## config.mk

```make
export PLATFORM = sky130hd
export DESIGN_NAME = agc_track
export DESIGN_NICKNAME = d
export VERILOG_FILES = /design/src/rtl/agc_pkg.sv /design/src/rtl/agc_baseline.sv /design/src/rtl/agc_dwell.sv /design/src/rtl/agc_settle.sv /design/src/rtl/agc_track.sv
export SDC_FILE = /design/constraint.sdc
export NUM_CORES = 1
export LEC_CHECK = 0
export ABC_AREA = 1
export CAP_MARGIN = 40
export CORE_MARGIN = 3
export CORE_UTILIZATION = 50
export CTS_CLUSTER_DIAMETER = 50
export CTS_CLUSTER_SIZE = 40
export DETAILED_ROUTE_END_ITERATION = 6
export GPL_ROUTABILITY_DRIVEN = 1
export PLACE_DENSITY = 0.76
export RECOVER_POWER = 100
export SLEW_MARGIN = 20
export SYNTH_ARGS = -nofsm -noshare
export SYNTH_HDL_FRONTEND = slang
export SYNTH_SLANG_ARGS = --single-unit
```

## constraint.sdc

```tcl
create_clock -name clk -period 11.1 [get_ports clk]
set_clock_uncertainty 0.15 [all_clocks]
set_input_delay 2.22 -clock clk [delete_from_list [all_inputs] [get_ports clk]]
set_output_delay 2.22 -clock clk [all_outputs]
set_load 0.02 [all_outputs]
```

## src/rtl/agc_pkg.sv

```systemverilog
package agc_pkg;
  typedef enum logic [1:0] {
    ACT_NONE  = 2'd0,
    ACT_SAT   = 2'd1,
    ACT_JUMP  = 2'd2,
    ACT_DECAY = 2'd3
  } agc_act_e;
endpackage

```

## src/rtl/agc_baseline.sv

```systemverilog
module agc_baseline #(
  parameter int RW    = 8,
  parameter int SHIFT = 3
) (
  input  logic          clk,
  input  logic          rst_n,
  input  logic          en,
  input  logic          snap,
  input  logic [RW-1:0] rssi,
  input  logic [RW-1:0] step_thr,
  output logic          jump
);
  logic [RW-1:0]        base_q, base_d;
  logic signed [RW:0]   diff;
  logic signed [RW:0]   delta;

  always_comb begin
    diff   = $signed({1'b0, rssi}) - $signed({1'b0, base_q});
    delta  = diff >>> SHIFT;
    base_d = base_q;
    if (en) begin
      if (snap) base_d = rssi;
      else      base_d = RW'($signed({1'b0, base_q}) + delta);
    end
  end

  assign jump = ({1'b0, rssi} > ({1'b0, base_q} + {1'b0, step_thr}));

  always_ff @(posedge clk or negedge rst_n) begin
    if (!rst_n) base_q <= '0;
    else        base_q <= base_d;
  end
endmodule

```

## src/rtl/agc_dwell.sv

```systemverilog
module agc_dwell #(
  parameter int DW = 16
) (
  input  logic          clk,
  input  logic          rst_n,
  input  logic          en,
  input  logic          below,
  input  logic          clr,
  input  logic [DW-1:0] dwell_len,
  output logic          expire
);
  logic [DW-1:0] cnt_q, cnt_d;

  assign expire = below && (({1'b0, cnt_q} + 1'b1) >= {1'b0, dwell_len});

  always_comb begin
    cnt_d = cnt_q;
    if (en) begin
      if (clr || !below || expire) cnt_d = '0;
      else                         cnt_d = cnt_q + 1'b1;
    end
  end

  always_ff @(posedge clk or negedge rst_n) begin
    if (!rst_n) cnt_q <= '0;
    else        cnt_q <= cnt_d;
  end
endmodule

```

## src/rtl/agc_settle.sv

```systemverilog
module agc_settle #(
  parameter int STW = 8
) (
  input  logic           clk,
  input  logic           rst_n,
  input  logic           en,
  input  logic           load,
  input  logic [STW-1:0] settle_len,
  output logic           stable
);
  logic [STW-1:0] cnt_q, cnt_d;

  always_comb begin
    cnt_d = cnt_q;
    if (load)                    cnt_d = settle_len;
    else if (en && cnt_q != '0)  cnt_d = cnt_q - 1'b1;
  end

  assign stable = (cnt_q == '0);

  always_ff @(posedge clk or negedge rst_n) begin
    if (!rst_n) cnt_q <= '0;
    else        cnt_q <= cnt_d;
  end
endmodule

```

## src/rtl/agc_track.sv

```systemverilog
module agc_track #(
  parameter int RW        = 8,
  parameter int SW        = 12,
  parameter int GW        = 6,
  parameter int STW       = 8,
  parameter int DW        = 16,
  parameter int GAIN_INIT = 32
) (
  input  logic          clk,
  input  logic          rst_n,
  input  logic          smp_vld,
  input  logic [RW-1:0] rssi,
  input  logic [SW-1:0] smp_i,
  input  logic [SW-1:0] smp_q,
  input  logic          hold,
  input  logic [RW-1:0] cfg_step_thr,
  input  logic [RW-1:0] cfg_low_thr,
  input  logic [GW-1:0] cfg_gain_min,
  input  logic [GW-1:0] cfg_gain_max,
  input  logic [GW-1:0] cfg_gain_step,
  input  logic [STW-1:0] cfg_settle_len,
  input  logic [DW-1:0] cfg_dwell_len,
  output logic [GW-1:0] gain_code,
  output logic          gain_stable
);
  import agc_pkg::*;

  localparam logic signed [SW-1:0] FS_POS = SW'((1 << (SW-1)) - 1);
  localparam logic signed [SW-1:0] FS_NEG = -FS_POS;

  logic          sat, jump, expire, elig;
  logic [GW-1:0] gain_q, gain_d, gain_dn, gain_up;
  logic          change;
  agc_act_e      act;

  always_comb begin
    sat = ($signed(smp_i) >= FS_POS) || ($signed(smp_i) <= FS_NEG) ||
          ($signed(smp_q) >= FS_POS) || ($signed(smp_q) <= FS_NEG);
  end

  assign elig = smp_vld && !hold && gain_stable;

  agc_baseline #(.RW(RW), .SHIFT(3)) u_base (
    .clk(clk), .rst_n(rst_n), .en(smp_vld), .snap(act == ACT_JUMP),
    .rssi(rssi), .step_thr(cfg_step_thr), .jump(jump)
  );

  agc_dwell #(.DW(DW)) u_dwell (
    .clk(clk), .rst_n(rst_n), .en(smp_vld), .below(rssi < cfg_low_thr),
    .clr(!elig || sat || jump), .dwell_len(cfg_dwell_len), .expire(expire)
  );

  always_comb begin
    if (elig && sat)                  act = ACT_SAT;
    else if (elig && jump)            act = ACT_JUMP;
    else if (elig && expire)          act = ACT_DECAY;
    else                              act = ACT_NONE;
  end

  always_comb begin
    if ({1'b0, gain_q} >= ({1'b0, cfg_gain_min} + {1'b0, cfg_gain_step}))
      gain_dn = gain_q - cfg_gain_step;
    else
      gain_dn = cfg_gain_min;
    if (({1'b0, gain_q} + {1'b0, cfg_gain_step}) <= {1'b0, cfg_gain_max})
      gain_up = gain_q + cfg_gain_step;
    else
      gain_up = cfg_gain_max;
    case (act)
      ACT_SAT, ACT_JUMP: gain_d = gain_dn;
      ACT_DECAY:         gain_d = gain_up;
      default:           gain_d = gain_q;
    endcase
    change = (gain_d != gain_q);
  end

  agc_settle #(.STW(STW)) u_settle (
    .clk(clk), .rst_n(rst_n), .en(smp_vld), .load(change),
    .settle_len(cfg_settle_len), .stable(gain_stable)
  );

  always_ff @(posedge clk or negedge rst_n) begin
    if (!rst_n)      gain_q <= GW'(GAIN_INIT);
    else if (change) gain_q <= gain_d;
  end

  assign gain_code = gain_q;
endmodule

```

==> run_results.csv <==
group,metric,value,unit
outcome,status,"complete, but fails checks",
outcome,violations,"max-capacitance violations, max-slew violations",
pwr,peakVddDrop,0.0000785,V
clocking,cts-hold-fix-buffers,0,
worst_hold_path,worstHoldPathCells,2,
timing,slew_headroom,-3.33,%
logic_synthesis,syn_area,5210,sq um
grt,grt_max_degree,28,
route,drt_iter0_drc,289,
placed_design,portBuffers,100,
logic_synthesis,syn_area_per_cell,6.95,sq um
route,num_vias,5177,
route,drc_errors,0,
floorplanning,num_io_pins,101,
worst_setup_path,cp.required,11180,ps
logic_synthesis,ys_ff_latch,38,
placed_design,dp_hpwl,11100,um
clocking,cts.sink_count,38,
layout,stdcell_count,983,
clocking,insertion_delay,290,ps
floorplanning,die_x,108,um
clocking,clockBufferDepth,2,
grt,grt_pass1_vias,4929,
worst_setup_path,r2r-end,"u_settle.cnt_q[2]",
layout,fillCellCount,924,
timing,setup-violations-final,0,
timing,worstMarginPinSlew,1550,ps
route,wl_per_cell,13.5,um
grt,antenna_found_initial,0,
grt,grt.overflow.total,0,
timing,rsz0062_at_grt,"false",
layout,multiInputGateArea,3620,sq um
worst_setup_path,crit_slowest_cell,"dlygate4sd3_1",
logic_synthesis,ys_types,51,
worst_hold_path,hold_path_end,"u_dwell.cnt_q[1]",
worst_setup_path,slowest_delay,540,ps
pwr,power_leakage,3.43,nW
layout,fin_nets,1035,
clocking,clk_pin_slew,80,ps
worst_setup_path,worstSetupPathType,"input port to flip-flop",
layout,seq_area,952,sq um
floorplanning,core_area,9950,sq um
grt,grt_pass1_wl,21800,um
logic_synthesis,synthArstFlopShare,100,%
pwr,finalPower,0.00130,W
clocking,numCtsBuffers,5,
worst_setup_path,cp_max_fo,13,
layout,drive_gt1_share,4.35,%
floorplanning,fp-row-count,36,
worst_setup_path,worstSetupEndpointType,"flip-flop",
floorplanning,die_y,108,um
layout,n_antenna_cell,0,
timing,max_freq,0.136,GHz
logic_synthesis,yosysWarnings,0,
timing,finalCriticalPeriod,7350,ps
flow_run,cap_violations,1,
clocking,cts_setup_buffers,0,
worst_setup_path,critPathLaunchType,"input port",
timing,hold_viol,0,
logic_synthesis,syn_nets,935,
grt,grtUsageTotal,22.8,%
layout,syn_to_final_growth,23.8,%
placed_design,dp_cells,975,
worst_setup_path,cp.arrival,7440,ps
pwr,power_density,201,nW/um^2
floorplanning,start_util,52.3,%
route,vias_per_cell,5.27,
logic_synthesis,synth-edff-count,0,
logic_synthesis,ys_seq_area_share,18.3,%
timing,finalSetupTns,0,ps
logic_synthesis,synthTopCellsByCount,"inv_1 (143), nand2_1 (143), ha_1 (87)",
logic_synthesis,synthTopCellsByArea,"ha_1 (21%), dfrtp_1 (18%), inv_1 (10%)",
worst_setup_path,timing.rr.start,"u_dwell.cnt_q[0]",
timing,fin_crit_sh,66.3,%
worst_hold_path,hold_path_class,"flip-flop to flip-flop",
logic_synthesis,yosys.area.top_type_share,20.9,%
logic_synthesis,synthFlopType,"dfrtp_1",
placed_design,routabilityCongestion,0.911,
clocking,cts.htree.levels,2,
route,drt-met1-wl,6350,um
route,drtPass1Iterations,5,
logic_synthesis,syn_inst,749,
logic_synthesis,yosysTopAreaCell,"ha_1",
clocking,tritoncts,"built",
clocking,root_buffer,"clkbuf_8",
route,wl,13300,um
worst_hold_path,hold_start,"u_dwell.cnt_q[1]",
route,wl_met2,6170,um
route,highest_layer,"met4",
route,antenna_left,0,
worst_setup_path,reg2reg_depth,29,
timing,slew_violations,28,
route,wl_met3,685,um
floorplanning,die_area,11700,sq um
worst_setup_path,r2r_slack,5540,ps
worst_setup_path,cpMostUsedCell,"nand2_1",
clocking,post_cts_resized,0,
==> sequential cells by signal (all words and copies together) (netlist names) <==
name and flops:
u_dwell.cnt_q 16, u_settle.cnt_q 8, u_base.base_q 8, gain_code 6
==> layer usage <==
metal,up-vias,GRT usage [%]
li1,2688,-
met2,124,39.6
met5,-,0
met4,0,4.42
met1,2357,30.2
met3,8,3.58
==> cell usage in the layout, fill, tap and decap left out, types with 4 or more instances in the layout <==
cell,synthesis,final
xor2_1,20,20
ha_1,87,87
dlygate4sd3_1,0,8
nand3_1,54,55
nor3_1,11,11
a21oi_1,43,43
nor2_1,44,47
clkdlybuf4s50_1,0,91
clkbuf_8,0,6
o22ai_1,11,11
xnor2_1,14,14
nor4_1,5,5
nand4_1,33,33
nand2_1,143,143
o21ai_0,23,25
inv_1,143,143
fa_1,5,5
nand2_2,7,7
a21o_1,5,5
dfrtp_1,37,37
o21ai_1,6,4
==> worst max-delay path, delay by kind of cell <==
| family | cells | cell delay [ps] |
|---|---|---|
| fa+ha+maj | 4 | 1310 |
| compound gates | 4 | 540 |
| buf+inv | 4 | 970 |
| xor+xnor | 1 | 140 |
| simple gates | 16 | 2240 |
==> metrics by stage <==
stage | hold slack, ps | setup slack, ps | instance area, sq um | utilization (%)
floorplan | 321 | 5060 | 5210 | -
global placement | 350 | 4340 | 6330 | 63.5
detailed placement | 358 | 4080 | 6350 | 63.8
CTS | 377 | 4380 | 6490 | 65.2
global route | 410 | 3250 | 6450 | 64.8
finish | 375 | 3750 | 6450 | 64.8
==> cell type report <==
type                       count  share of cell area, %
multi-input combinational    555                   56.2
timing repair buffer         102                   15.6
sequential                    38                   14.8
inverter                     147                   8.60
tap                          133                   2.58
clock buffer                   6                   1.28
clock inverter                 2                  0.932
==> report_power, final <==
group / switching [W] / total, W / internal (W)
Combinational: 0.000519 / 0.000908 / 0.000389
Sequential: 0.0000589 / 0.000240 / 0.000181
Clock: 0.0000514 / 0.000147 / 0.0000959
==> worst max-delay path by stage <==
stage	startpoint	endpoint	slack, ps	depth (start not counted)
finish	cfg_step_thr[0]	u_settle.cnt_q[2]	3750	29
global placement	cfg_step_thr[0]	u_settle.cnt_q[6]	4340	29
global route	cfg_step_thr[0]	u_settle.cnt_q[4]	3250	29
detailed placement	cfg_step_thr[0]	u_settle.cnt_q[1]	4080	29
floorplan	cfg_step_thr[0]	u_settle.cnt_q[1]	5060	30
CTS	cfg_step_thr[0]	u_settle.cnt_q[1]	4380	29
==> logic make-up after synthesis <==
family	count (synthesis)	share of synthesized area, %
AOI/OAI and AO/OA	109	12.4
xor gates and xnor gates	34	5.72
adders and majority gates	92	22.8
buffers and inverters	156	11.6
DFF	38	18.3
and+or+nand+nor	320	29.1
Power figures use the tool's default switching activity.
